--- config.mk ---
export PLATFORM = sky130hd
export DESIGN_NAME = spi_stream_master
export DESIGN_NICKNAME = d
export VERILOG_FILES = /design/src/rtl/spim_pkg.sv /design/src/rtl/spim_fifo.sv /design/src/rtl/spim_engine.sv /design/src/rtl/spi_stream_master.sv
export SDC_FILE = /design/constraint.sdc
export NUM_CORES = 1
export LEC_CHECK = 0
export BUFFER_PORTS_ARGS = -buffer_cell sky130_fd_sc_hd__buf_2
export CAP_MARGIN = 20
export CELL_PAD_IN_SITES_DETAIL_PLACEMENT = 0
export CELL_PAD_IN_SITES_GLOBAL_PLACEMENT = 2
export CORE_ASPECT_RATIO = 1.25
export CORE_UTILIZATION = 32
export CTS_CLUSTER_SIZE = 24
export DETAILED_ROUTE_END_ITERATION = 7
export MAX_ROUTING_LAYER = met4
export PLACE_DENSITY = 0.7
export SKIP_LAST_GASP = 1
export SLEW_MARGIN = 20
export SYNTH_ARGS = -nofsm -noshare
export SYNTH_HDL_FRONTEND = slang
export SYNTH_SLANG_ARGS = --single-unit
--- constraint.sdc ---
create_clock -name clk -period 3.8 [get_ports clk]
set_clock_uncertainty 0.05 [all_clocks]
set_input_delay 0.38 -clock clk [delete_from_list [all_inputs] [get_ports clk]]
set_output_delay 0.38 -clock clk [all_outputs]
set_load 0.1 [all_outputs]
--- src/rtl/spim_pkg.sv ---
package spim_pkg;
    typedef enum logic [1:0] {ST_IDLE, ST_LEAD, ST_SHIFT, ST_TRAIL} spim_st_e;

    localparam logic [1:0] A_CTRL = 2'd0;
    localparam logic [1:0] A_STAT = 2'd1;
    localparam logic [1:0] A_SSEL = 2'd2;
    localparam logic [1:0] A_DATA = 2'd3;

    localparam int B_EN     = 0;
    localparam int B_CPOL   = 1;
    localparam int B_CPHA   = 2;
    localparam int B_MANUAL = 3;

    localparam int S_TXE  = 0;
    localparam int S_TXF  = 1;
    localparam int S_RXE  = 2;
    localparam int S_RXF  = 3;
    localparam int S_OVF  = 4;
    localparam int S_BUSY = 5;
endpackage

--- src/rtl/spim_fifo.sv ---
module spim_fifo #(
    parameter int W     = 8,
    parameter int DEPTH = 16
) (
    input  logic         clk,
    input  logic         rst_n,
    input  logic         push,
    input  logic [W-1:0] wdata,
    input  logic         pop,
    output logic [W-1:0] rdata,
    output logic         empty,
    output logic         full
);
    localparam int PW = (DEPTH > 1) ? $clog2(DEPTH) : 1;
    localparam int CW = $clog2(DEPTH + 1);

    typedef struct packed {
        logic [DEPTH-1:0][W-1:0] mem;
        logic [PW-1:0]           wp;
        logic [PW-1:0]           rp;
        logic [CW-1:0]           cnt;
    } fifo_t;

    fifo_t f_d, f_q;
    logic do_push, do_pop;

    always_comb begin
        f_d     = f_q;
        empty   = (f_q.cnt == '0);
        full    = (f_q.cnt == CW'(DEPTH));
        do_push = push && !full;
        do_pop  = pop && !empty;
        if (do_push) begin
            f_d.mem[f_q.wp] = wdata;
            f_d.wp = (f_q.wp == PW'(DEPTH - 1)) ? '0 : f_q.wp + 1'b1;
        end
        if (do_pop) begin
            f_d.rp = (f_q.rp == PW'(DEPTH - 1)) ? '0 : f_q.rp + 1'b1;
        end
        case ({do_push, do_pop})
            2'b10:   f_d.cnt = f_q.cnt + 1'b1;
            2'b01:   f_d.cnt = f_q.cnt - 1'b1;
            default: f_d.cnt = f_q.cnt;
        endcase
        rdata = f_q.mem[f_q.rp];
    end

    always_ff @(posedge clk or negedge rst_n) begin
        if (!rst_n) f_q <= '0;
        else        f_q <= f_d;
    end

    // a push into a full FIFO leaves the fill level alone
    p_full_push_dropped_r8: assert property (@(posedge clk) disable iff (!rst_n)
        (full && push && !pop) |=> (f_q.cnt == CW'(DEPTH)));
endmodule

--- src/rtl/spim_engine.sv ---
module spim_engine
    import spim_pkg::*;
#(
    parameter int W   = 8,
    parameter int DIV = 4
) (
    input  logic         clk,
    input  logic         rst_n,
    input  logic         en,
    input  logic         cpol,
    input  logic         cpha,
    input  logic         tx_valid,
    input  logic [W-1:0] tx_data,
    output logic         tx_pop,
    output logic         rx_push,
    output logic [W-1:0] rx_data,
    output logic         busy,
    output logic         sclk,
    output logic         mosi,
    input  logic         miso
);
    localparam int HALF = DIV / 2;
    localparam int CW   = (HALF > 1) ? $clog2(HALF) : 1;
    localparam int HB   = $clog2(2 * W);

    typedef struct packed {
        spim_st_e      st;
        logic [CW-1:0] cnt;
        logic [HB-1:0] half;
        logic [W-1:0]  sh;
        logic          samp;
    } eng_t;

    eng_t e_d, e_q;
    logic tick;

    always_comb begin
        e_d     = e_q;
        tx_pop  = 1'b0;
        rx_push = 1'b0;
        rx_data = {e_q.sh[W-2:0], e_q.samp};
        tick    = (e_q.cnt == CW'(HALF - 1));
        if (e_q.st != ST_IDLE) e_d.cnt = tick ? '0 : e_q.cnt + 1'b1;
        else                   e_d.cnt = '0;
        case (e_q.st)
            ST_IDLE: if (en && tx_valid) begin
                e_d.st = ST_LEAD;
                e_d.sh = tx_data;
                tx_pop = 1'b1;
            end
            ST_LEAD: if (tick) begin
                e_d.st   = ST_SHIFT;
                e_d.half = '0;
            end
            ST_SHIFT: if (tick) begin
                if (!e_q.half[0]) begin
                    e_d.samp = miso;
                    e_d.half = e_q.half + 1'b1;
                end else if (e_q.half == HB'(2 * W - 1)) begin
                    rx_push = 1'b1;
                    if (en && tx_valid) begin
                        e_d.sh   = tx_data;
                        e_d.half = '0;
                        tx_pop   = 1'b1;
                    end else begin
                        e_d.st = ST_TRAIL;
                    end
                end else begin
                    e_d.sh   = {e_q.sh[W-2:0], e_q.samp};
                    e_d.half = e_q.half + 1'b1;
                end
            end
            default: if (tick) e_d.st = ST_IDLE;
        endcase
        busy = (e_q.st != ST_IDLE);
        sclk = (e_q.st == ST_SHIFT) ? (cpol ^ cpha ^ e_q.half[0]) : cpol;
        mosi = e_q.sh[W-1];
    end

    always_ff @(posedge clk or negedge rst_n) begin
        if (!rst_n) e_q <= '0;
        else        e_q <= e_d;
    end

    // sclk only moves at a half-period boundary once a burst runs
    p_sclk_hold_r4: assert property (@(posedge clk) disable iff (!rst_n)
        (e_q.st != ST_IDLE && !tick) |=> $stable(sclk));
    // the engine only takes an element that exists
    p_pop_needs_data_r3: assert property (@(posedge clk) disable iff (!rst_n)
        tx_pop |-> (tx_valid && en));
endmodule

--- src/rtl/spi_stream_master.sv ---
module spi_stream_master
    import spim_pkg::*;
#(
    parameter int XFER_W   = 8,
    parameter int N_SS     = 4,
    parameter int CLK_DIV  = 4,
    parameter bit HAS_FIFO = 1'b1
) (
    input  logic              clk,
    input  logic              rst_n,
    input  logic              reg_wr,
    input  logic              reg_rd,
    input  logic [3:0]        reg_addr,
    input  logic [3:0]        reg_be,
    input  logic [31:0]       reg_wdata,
    output logic [31:0]       reg_rdata,
    output logic              sclk,
    output logic              mosi,
    input  logic              miso,
    output logic [N_SS-1:0]   ss_n
);
    localparam int DEPTH = HAS_FIFO ? 16 : 1;

    typedef struct packed {
        logic            en;
        logic            cpol;
        logic            cpha;
        logic            manual;
        logic            ovf;
        logic [N_SS-1:0] ssel;
    } regs_t;

    regs_t r_d, r_q;
    logic acc_ok;
    logic [1:0] widx;
    logic tx_push, tx_pop, rx_push, rx_pop;
    logic tx_empty, tx_full, rx_empty, rx_full, busy;
    logic [XFER_W-1:0] tx_head, rx_word, rx_head;

    always_comb begin
        r_d     = r_q;
        tx_push = 1'b0;
        rx_pop  = 1'b0;
        acc_ok  = (reg_be == 4'hF) && (reg_addr[1:0] == 2'b00);
        widx    = reg_addr[3:2];
        if (reg_wr && acc_ok) begin
            case (widx)
                A_CTRL: begin
                    r_d.en     = reg_wdata[B_EN];
                    r_d.manual = reg_wdata[B_MANUAL];
                    if (!busy) begin
                        r_d.cpol = reg_wdata[B_CPOL];
                        r_d.cpha = reg_wdata[B_CPHA];
                    end
                end
                A_STAT:  if (reg_wdata[S_OVF]) r_d.ovf = 1'b0;
                A_SSEL:  r_d.ssel = reg_wdata[N_SS-1:0];
                default: if (tx_full) r_d.ovf = 1'b1;
                         else         tx_push = 1'b1;
            endcase
        end
        if (reg_rd && acc_ok && widx == A_DATA && !rx_empty) rx_pop = 1'b1;
        reg_rdata = '0;
        case (widx)
            A_CTRL: begin
                reg_rdata[B_EN]     = r_q.en;
                reg_rdata[B_CPOL]   = r_q.cpol;
                reg_rdata[B_CPHA]   = r_q.cpha;
                reg_rdata[B_MANUAL] = r_q.manual;
            end
            A_STAT: begin
                reg_rdata[S_TXE]  = tx_empty;
                reg_rdata[S_TXF]  = tx_full;
                reg_rdata[S_RXE]  = rx_empty;
                reg_rdata[S_RXF]  = rx_full;
                reg_rdata[S_OVF]  = r_q.ovf;
                reg_rdata[S_BUSY] = busy;
            end
            A_SSEL:  reg_rdata[N_SS-1:0] = r_q.ssel;
            default: reg_rdata[XFER_W-1:0] = rx_head;
        endcase
        ss_n = (r_q.manual || busy) ? ~r_q.ssel : '1;
    end

    always_ff @(posedge clk or negedge rst_n) begin
        if (!rst_n) r_q <= '0;
        else        r_q <= r_d;
    end

    spim_fifo #(.W(XFER_W), .DEPTH(DEPTH)) u_txq (
        .clk(clk), .rst_n(rst_n), .push(tx_push), .wdata(reg_wdata[XFER_W-1:0]),
        .pop(tx_pop), .rdata(tx_head), .empty(tx_empty), .full(tx_full));

    spim_fifo #(.W(XFER_W), .DEPTH(DEPTH)) u_rxq (
        .clk(clk), .rst_n(rst_n), .push(rx_push), .wdata(rx_word),
        .pop(rx_pop), .rdata(rx_head), .empty(rx_empty), .full(rx_full));

    spim_engine #(.W(XFER_W), .DIV(CLK_DIV)) u_eng (
        .clk(clk), .rst_n(rst_n), .en(r_q.en), .cpol(r_q.cpol), .cpha(r_q.cpha),
        .tx_valid(!tx_empty), .tx_data(tx_head), .tx_pop(tx_pop),
        .rx_push(rx_push), .rx_data(rx_word), .busy(busy),
        .sclk(sclk), .mosi(mosi), .miso(miso));

    // clock mode frozen while the engine runs
    p_mode_frozen_r5: assert property (@(posedge clk) disable iff (!rst_n)
        busy |=> $stable({r_q.cpol, r_q.cpha}));
    // overflow flag holds until explicitly cleared
    p_ovf_sticky_r8: assert property (@(posedge clk) disable iff (!rst_n)
        (r_q.ovf && !(reg_wr && acc_ok && widx == A_STAT && reg_wdata[S_OVF])) |=> r_q.ovf);
    // a narrow write never reaches the tx FIFO
    p_narrow_ignored_r9: assert property (@(posedge clk) disable iff (!rst_n)
        (reg_be != 4'hF) |-> !tx_push);
endmodule

==> results of run 1 <==
==> worst max-delay path, delay by kind of cell, from the launching register on <==
family	cells	cell delay [ns]
DFF	1	1.02
muxes	2	0.68
buffers and inverters	2	0.61
AOI/OAI and AO/OA	1	0.10
==> final cells by class <==
type / instances / area, sq um
antenna: 1 / 2.502
sequential: 307 / 7687
multi-input combinational: 656 / 6698
inverter: 17 / 63.81
timing repair buffer: 53 / 362.8
tap: 578 / 723.2
fill: 4380 / 28640
clock buffer: 58 / 1145
clock inverter: 7 / 67.56
==> cell usage in the layout (no fill, tap or decap), drive strengths merged, types with 22 or more instances in the layout <==
master	synthesis	final
buf	50	52
clkbuf	39	58
conb	1	24
dfrtp	307	307
ha	22	22
mux2	273	273
mux2i	32	32
mux4	60	60
nand2	43	43
nand3	23	23
==> layer usage <==
layer | global-route usage [%] | share of wire, %
met5 | - | 0
met4 | 4.225 | 2.0
met3 | 2.269 | 2.8
met2 | 25.57 | 52
met1 | 17.75 | 43
==> cell families after synthesis <==
logic type | share of synthesized area [%]
muxes | 32.06
other | 0.02533
AOI/OAI and AO/OA | 4.624
xor gates and xnor gates | 0.9467
and+or+nand+nor | 4.877
buffers and inverters | 3.432
adders and majority gates | 2.130
DFF | 51.90
==> state kept, by name, indices dropped and copies added, names as in the netlist <==
name           count
u_eng.mosi         1
u_eng.rx_data      8
u_rxq.f_q        141
r_q                9
u_eng.e_q          6
u_txq.f_q        141
u_eng.tick         1
==> metrics by stage <==
stage,hold slack [ns],setup WS [ns]
5_1_grt,0.03384,0.1993
3_5_place_dp,0.4243,0.5974
6_report,0.03533,0.4051
4_1_cts,0.01834,0.3315
3_3_place_gp,0.4123,0.5874
2_1_floorplan,0.03441,0.4154
==> worst paths after layout <==
| path | startpoint | end | slack [ns] | depth (start not counted) |
|---|---|---|---|---|
| max | u_rxq.f_q[5] | reg_rdata[6] | 0.41 | 5 |
| max reg2reg | u_rxq.f_q[1] | u_rxq.f_q[4] | 0.64 | 11 |
| min in group asynchronous | rst_n | u_rxq.f_q[102] | 0.43 | 2 |
| min reg2reg | u_txq.f_q[31] | u_txq.f_q[31] | 0.43 | 1 |
| max in group asynchronous | rst_n | u_txq.f_q[140] | 2.29 | 3 |
| min | miso | u_eng.rx_data[0] | 0.04 | 2 |
==> where the power goes <==
part / switching, mW / leakage [nW] / internal, mW
clock: 1.35 / 0.604 / 2.13
sequential: 0.232 / 4.25 / 3.34
combinational: 0.609 / 3.17 / 0.348
==> impl_metrics.ini, run 1 <==
[drt]
vias_per_cell = 5.048
wire_per_inst_um = 19.45
drc = 0
vias = 8465
dr.first_iter.drc_count = 328
routed_wirelength_um = 32610
firstDrtPassIters = 4
antenna_left = 0

[timing]
fin_crit_sh_pct = 89.34
setup-tns-final_ns = 0
setup_violations = 0
slew_violations = 0
hold_viol_final = 0
max_slew_margin_pct = 34.08
rsz0062_at_grt = false
min_period_ns = 3.395
tightest_slew_ns = 0.9889
fmax_ghz = 0.2946

[synth]
synth-main-ff-cell = dfrtp_1
synthDominantCellAreaShare_pct = 51.90
synth.distinct_cells = 57
netlist_top_cells_count = dfrtp_1 (307), mux2_2 (265), mux4_2 (60)
yosysWarnings = 0
ys_async_sr_fraction_pct = 100.0
synth_edf_count = 0
syn_area_per_cell_sq_um = 14.15
syn_inst = 1046
synth-seq-cells = 307
syn_area_sq_mm = 0.01480
yosys-top-cells-area = dfrtp_1 (52%), mux2_2 (20%), mux4_2 (9.1%)
ys_seq_area_share_pct = 51.90
yosys.area.top_type = dfrtp_1
synth.most_common_cell = dfrtp_1

[run]
cap_violations = 0

[power]
total_leakage_power_nw = 8.023
power_mw = 8.006
p_per_area_mw_per_mm2 = 478.0
vdd_drop_max_mv = 0.2735

[clock_network]
clk_latency_ns = 0.52
ctsLongestPathBuffers = 3
clk_pin_slew_ns = 0.06
htree_levels = 2
cts_num_sinks = 307
post_cts_buffers = 0
ctsHoldBuffers = 1
postCtsResizedCells = 0
cts_buffers = 36
root_buffer = clkbuf_16
cts_tree = built

[layout]
syn_to_final_growth_pct = 13.16
fin_cells = 1677
finish.utilization_pct = 36.90
finish.instance_area_sq_mm = 0.01675
drive_above_1_share_pct = 41.53
final_nets = 1140

[worst_hold_path]
hold_class = primary input to flop

[worst_setup_path]
crit_fanout = 30
cpPeakStageDelay_ns = 1.02
crit_chain = buf_4, mux4_2, mux2i_1, o22ai_1, buf_2
endpoint_kind = output port
worstPathRequired_ns = 3.37
crit_type = flop to output port
cp_slowest_cell = dfrtp_2
critPathLaunchType = flop
cp.arrival_ns = 2.96

[global_route]
grt-ovfl-total = 0
grt_use_total_pct = 14.78
grt_pass1_vias = 9174
grt_max_degree = 97
antenna_found_initial = 1
grt_pass1_wl_um = 52990

[floorplanning]
die_h_um = 242.5
placeableCoreArea_sq_mm = 0.04539
die_width_um = 194.4
row_count = 87
start_util_pct = 32.61
dieArea_sq_mm = 0.04712
pin_count = 83

[placed_design]
routabilityCongestion = 0.7513
dpl_cell_area_sq_mm = 0.01552
dp_hpwl_um = 22520
io_buffers = 34
dpl.cell_count = 1610

[status]
status = completed
(Power assumes the default switching activity.)
==> run 2: changes to the inputs <==
--- a/config.mk
+++ b/config.mk
@@ -19,4 +19,5 @@
 export SLEW_MARGIN = 20
 export SYNTH_ARGS = -nofsm -noshare
 export SYNTH_HDL_FRONTEND = slang
+export SYNTH_HIERARCHICAL = 1
 export SYNTH_SLANG_ARGS = --single-unit
==> run 2 against run 1 <==
Non-clock buffer count increased by 12. Clock-buffer cell count increased by 1. Sequential power down 4%. First-iteration DRC count increased by 18%. Total power is 4.6% lower. Via count rose by 5.8%. Synthesized cell count increased by 5.8%. Maximum frequency decreased by 4.9%. Critical path depth up 2. Critical path type unchanged.
==> impl_metrics.ini, run 2 <==
[timing]
holdWs_ns = 0.04761
worst_slack_ns = 0.2311
setup-tns-final_ns = 0
setup_violations = 0
min_period_ns = 3.569
hold_viol_final = 0
rsz0062_at_grt = false
fmax_ghz = 0.2802
max_slew_margin_pct = 40.23
tightest_slew_ns = 0.8965
slew_violations = 0
fin_crit_sh_pct = 93.92

[floorplanning]
dieArea_sq_mm = 0.04902
placeableCoreArea_sq_mm = 0.04733
die_h_um = 247.3
start_util_pct = 32.54
row_count = 89
die_width_um = 198.2
pin_count = 83

[worst_setup_path]
crit_fanout = 21
cpPeakStageDelay_ns = 0.61
crit_type = flop to output port
critPathLaunch = u_rxq/f_q[5]
worstPathRequired_ns = 3.37
cp_slowest_cell = dfrtp_2
crit_chain = buf_4, mux2i_1, a221oi_1, o21ai_0, nand2_1, mux4_2, buf_2
regToRegEndpoint = u_rxq/f_q[4]
cp.arrival_ns = 3.14
worstReg2RegStart = u_rxq/f_q[0]
endpoint_kind = output port
rrSetupSlack_ns = 0.47
critPathLaunchType = flop
reg2reg_depth = 9

[worst_hold_path]
hold_depth = 2
hp-start = miso
hold_end = u_eng/rx_data[0]
hold_class = primary input to flop

[synth]
yosysWarnings = 6
synth.distinct_cells = 69
yosys.area.top_type = dfrtp_1
syn_area_per_cell_sq_um = 13.91
synthDominantCellAreaShare_pct = 49.88
ys_async_sr_fraction_pct = 100.0
synth-seq-cells = 307
syn_inst = 1107
ys_seq_area_share_pct = 49.88
netlist_top_cells_count = dfrtp_1 (307), mux2_2 (250), mux2i_1 (68)
syn_area_sq_mm = 0.01540
synth-main-ff-cell = dfrtp_1
synth_edf_count = 0
synth.most_common_cell = dfrtp_1
yosys-top-cells-area = dfrtp_1 (50%), mux2_2 (18%), mux4_2 (5.3%)

[layout]
fin_cells = 1801
syn_to_final_growth_pct = 12.96
drive_above_1_share_pct = 40.38
diodes = 0
final_nets = 1206
layout_commonest_cell = dfrtp_1
finish.instance_area_sq_mm = 0.01740
final_cell_mix = dfrtp_1 (305), mux2_2 (250), mux2i_1 (68)
reg_top3 = u_rxq/f_q (141), u_txq/f_q (141), r_q (9)

[clock_network]
htree_levels = 2
cts_tree = built
clk_pin_slew_ns = 0.06
clk_latency_ns = 0.54
ctsLongestPathBuffers = 3
cts_num_sinks = 307
cts_buffers = 37
postCtsResizedCells = 0
root_buffer = clkbuf_16

[global_route]
grt-ovfl-total = 0
grt_pass1_vias = 9500
antenna_found_initial = 0
grt_pass1_wl_um = 55900
grt_use_met1_pct = 18.66
grt_use_total_pct = 15.28
top_usage_layer = met2
met3_usage_pct = 2.019
grt_max_degree = 112
met2_usage_pct = 26.18

[drt]
routed_wirelength_um = 34830
vias = 8953
firstDrtPassIters = 4
wire_per_inst_um = 19.34
dr.first_iter.drc_count = 388
vias_per_cell = 4.971
antenna_left = 0
drc = 0

[placed_design]
routabilityCongestion = 0.7556
io_buffers = 34
dp_hpwl_um = 23880
dpl.cell_count = 1734
dpl_cell_area_sq_mm = 0.01618
pre_cts_slack_ns = 0.4826

[power]
total_leakage_power_nw = 8.169
vdd_drop_max_mv = 0.2672
p_per_area_mw_per_mm2 = 439.1

[status]
status = completed

[run]
cap_violations = 0
run 2: cell count changes after synthesis, sizes merged, moves of 14 or more:
cell and change:
mux2i +36, a221oi +32, mux4 -24, o21ai +16
buf +15, nand3 +14, o22ai -14
run 2: worst max path at each step:
stage / endpoint / slack [ns]
CTS: reg_rdata[1] / 0.15
floorplan: reg_rdata[4] / 0.41
finish: reg_rdata[1] / 0.23
detailed placement: u_rxq/f_q[4] / 0.48
global route: reg_rdata[7] / 0.01
global placement: u_txq/f_q[4] / 0.52
run 2: cells by family after synthesis:
family / after synthesis / share of synthesized area, %
other: 1 / 0.02435
adders and majority gates: 24 / 2.047
buffers and inverters: 118 / 4.232
and+or+nand+nor: 134 / 6.450
xor gates and xnor gates: 14 / 0.7961
AOI/OAI and AO/OA: 129 / 6.320
muxes: 380 / 30.25
DFF: 307 / 49.88
run 2: metal layers:
metal	part of all wire [%]	routed length [um]
met1	44	15430
met2	51	17860
met4	2.0	684
met3	2.4	851
met5	0	0
run 2: area by class of cell:
type                       count  area [sq um]
fill                        4526         29930
sequential                   307          7685
multi-input combinational    705          7161
clock buffer                  59          1141
tap                          637         797.0
timing repair buffer          65         465.4
inverter                      21         78.83
clock inverter                 7         70.07
run 2: timing repair:
item,CTS,global route
buffers inserted,0,0
hold endpoints to repair,107,0
hold buffers,1,0
run 2: metrics by stage:
| stage | util [%] | power [mW] |
|---|---|---|
| 2_1_floorplan | - | 3.996 |
| 3_3_place_gp | 34.18 | 4.197 |
| 5_1_grt | 36.76 | 7.971 |
| 4_1_cts | 36.76 | 7.783 |
| 6_report | 36.76 | 7.639 |
| 3_5_place_dp | 34.18 | 4.208 |
run 2: where the power goes:
group	total (mW)	internal (mW)	leakage (nW)	switching, mW
Combinational	0.725	0.197	3.32	0.527
Clock	3.50	2.12	0.593	1.38
Sequential	3.41	3.32	4.26	0.0915
Total	7.64	5.64	8.17	2.00
run 2: worst max-delay path, delay by kind of cell (launching register included):
kind	cells	cell delay, ns
buffers and inverters	2	0.86
flip-flops	1	0.61
multiplexers	2	0.43
AND/OR/NAND/NOR	1	0.13
AO/OA/AOI/OAI	2	0.56
==> run 3: changes to the inputs <==
--- a/config.mk
+++ b/config.mk
@@ -14,7 +14,7 @@
 export CTS_CLUSTER_SIZE = 24
 export DETAILED_ROUTE_END_ITERATION = 7
 export MAX_ROUTING_LAYER = met4
-export PLACE_DENSITY = 0.7
+export PLACE_DENSITY_LB_ADDON = 0.1
 export SKIP_LAST_GASP = 1
 export SLEW_MARGIN = 20
 export SYNTH_ARGS = -nofsm -noshare
==> run 3 against run 2 <==
Combinational power about the same. Via count increased by 0.59%. Worst setup slack got worse by 0.049 ns. Non-clock buffer count increased by 3. Largest power group unchanged. Die area unchanged. Highest routed layer unchanged. Maximum frequency decreased by 1.3%. Global-route usage increased by 1.9 points. Critical path depth decreased by 1.
==> impl_metrics.ini, run 3 (synthesis gave the netlist of run 2 again) <==
[timing]
min_period_ns = 3.618
hold_viol_final = 0
max_slew_margin_pct = 42.07
fin_crit_sh_pct = 95.20
rsz0062_at_grt = false
tightest_slew_ns = 0.8690
setup-tns-final_ns = 0
setup_violations = 0
fmax_ghz = 0.2764
slew_violations = 0
worst_slack_ns = 0.1824

[worst_setup_path]
worstReg2RegStart = u_txq/f_q[0]
cpPeakStageDelay_ns = 0.71
crit_chain = and2_1, a221oi_1, a22oi_1, nand2_1, mux4_2, buf_2
crit_type = flop to output port
worstPathRequired_ns = 3.37
endpoint_kind = output port
crit_fanout = 15
cp.depth = 6
critPathTopFamily = compound AO/OA/AOI/OAI gates
critPathLaunch = u_rxq/f_q[7]
critPathLaunchType = flop
cp.arrival_ns = 3.19
crit_buf_inv = 1
reg2reg_depth = 11
cp_slowest_cell = a221oi_1

[floorplanning]
die_width_um = 198.2
die_h_um = 247.3
dieArea_sq_mm = 0.04902
start_util_pct = 32.54
pin_count = 83
row_count = 89
placeableCoreArea_sq_mm = 0.04733

[global_route]
grt_pass1_vias = 9586
grt_use_total_pct = 17.16
grt_pass1_wl_um = 60730
grt-ovfl-total = 0
antenna_found_initial = 0
grt_max_degree = 93

[drt]
drc = 0
vias_per_cell = 4.995
dr.first_iter.drc_count = 350
firstDrtPassIters = 5
wire_per_inst_um = 21.67
antenna_left = 0
vias = 9006
routed_wirelength_um = 39070

[layout]
final.fill_count = 4610
drive_above_1_share_pct = 40.99
final_cell_mix = dfrtp_1 (305), mux2_2 (250), mux2i_1 (68)
reg_top3 = u_rxq/f_q (141), u_txq/f_q (141), r_q (9)
diodes = 0
layout_commonest_cell = dfrtp_1
final_nets = 1209
finish.instance_area_sq_mm = 0.01742
syn_to_final_growth_pct = 13.12

[clock_network]
cts_tree = built
clk_pin_slew_ns = 0.05
ctsLongestPathBuffers = 3
clk_latency_ns = 0.55
root_buffer = clkbuf_16
cts_buffers = 37
htree_levels = 2
cts_num_sinks = 307

[placed_design]
dpl_cell_area_sq_mm = 0.01621
pre_cts_slack_ns = 0.4544
routabilityCongestion = 0.7257
io_buffers = 34
dp_hpwl_um = 26550

[worst_hold_path]
hold_class = primary input to flop
hold_depth = 2
hp-start = reg_addr[3]

[power]
pwr-share-clk_pct = 45.9
power_switching_mw = 2.044
vdd_drop_max_mv = 0.3101
p_per_area_mw_per_mm2 = 439.7
total_leakage_power_nw = 8.189
power_frac_seq_pct = 44.7
power.internal_mw = 5.617
p_comb_share_pct = 9.4
power_mw = 7.661
p_sw_share_pct = 26.68

[status]
status = completed

[run]
cap_violations = 0
-- run 3: cell types whose count changed in the layout (fill, tap and decap cells not counted), moves of 2 or more --
cell | before | now
clkbuf_1 | 11 | 5
clkbuf_16 | 39 | 37
clkinv_2 | 3 | 11
dfrtp_2 | 2 | 0
dfrtp_4 | 0 | 2
-- run 3: worst paths after layout --
| path | end | slack (ns) |
|---|---|---|
| min in group asynchronous | u_rxq/f_q[5] | 0.38 |
| min reg2reg | u_txq/f_q[136] | 0.44 |
| max reg2reg | u_txq/f_q[4] | 0.46 |
| max in group asynchronous | u_txq/f_q[130] | 2.32 |
| min | r_q[4] | 0.21 |
| max | reg_rdata[1] | 0.18 |
-- run 3: timing repair --
item                                   in CTS  in global routing
setup buffers                               0                  0
hold buffers                                2                  0
endpoints found under the hold margin      87                  0
gates resized for setup                     2                  0
setup endpoints to repair                   2                  0
-- run 3: layout make-up --
cell class / count / area (sq um) / area share [%]
Sequential cell: 307 / 7690 / 44.14
Clock inverter: 14 / 122.6 / 0.7038
Clock buffer: 51 / 1069 / 6.133
Multi-Input combinational cell: 705 / 7163 / 41.11
Timing Repair Buffer: 68 / 503.0 / 2.887
Inverter: 21 / 78.83 / 0.4524
Tap cell: 637 / 797.0 / 4.574
-- run 3: per-stage QoR --
step	hold slack [ns]	util, %	cells
floorplan	0.03441	-	1130
global placement	0.4183	34.24	1736
detailed placement	0.4326	34.24	1736
CTS	0.1863	36.81	1803
global route	0.1959	36.81	1803
finish	0.2116	36.81	1803
-- run 3: per-layer routing --
| layer | share of wire [%] | track usage, % |
|---|---|---|
| met3 | 2.3 | 2.182 |
| met4 | 2.3 | 5.609 |
| met2 | 52 | 29.51 |
| met5 | 0 | - |
| met1 | 43 | 20.70 |
-- run 3: power groups by stage --
stage / registers [mW] / logic (mW) / clock network (mW)
finish: 3.42 / 0.723 / 3.51
global route: 3.43 / 0.797 / 3.78
CTS: 3.42 / 0.745 / 3.66
detailed placement: 3.48 / 0.743 / 0
global placement: 3.48 / 0.744 / 0
floorplan: 3.41 / 0.590 / 0
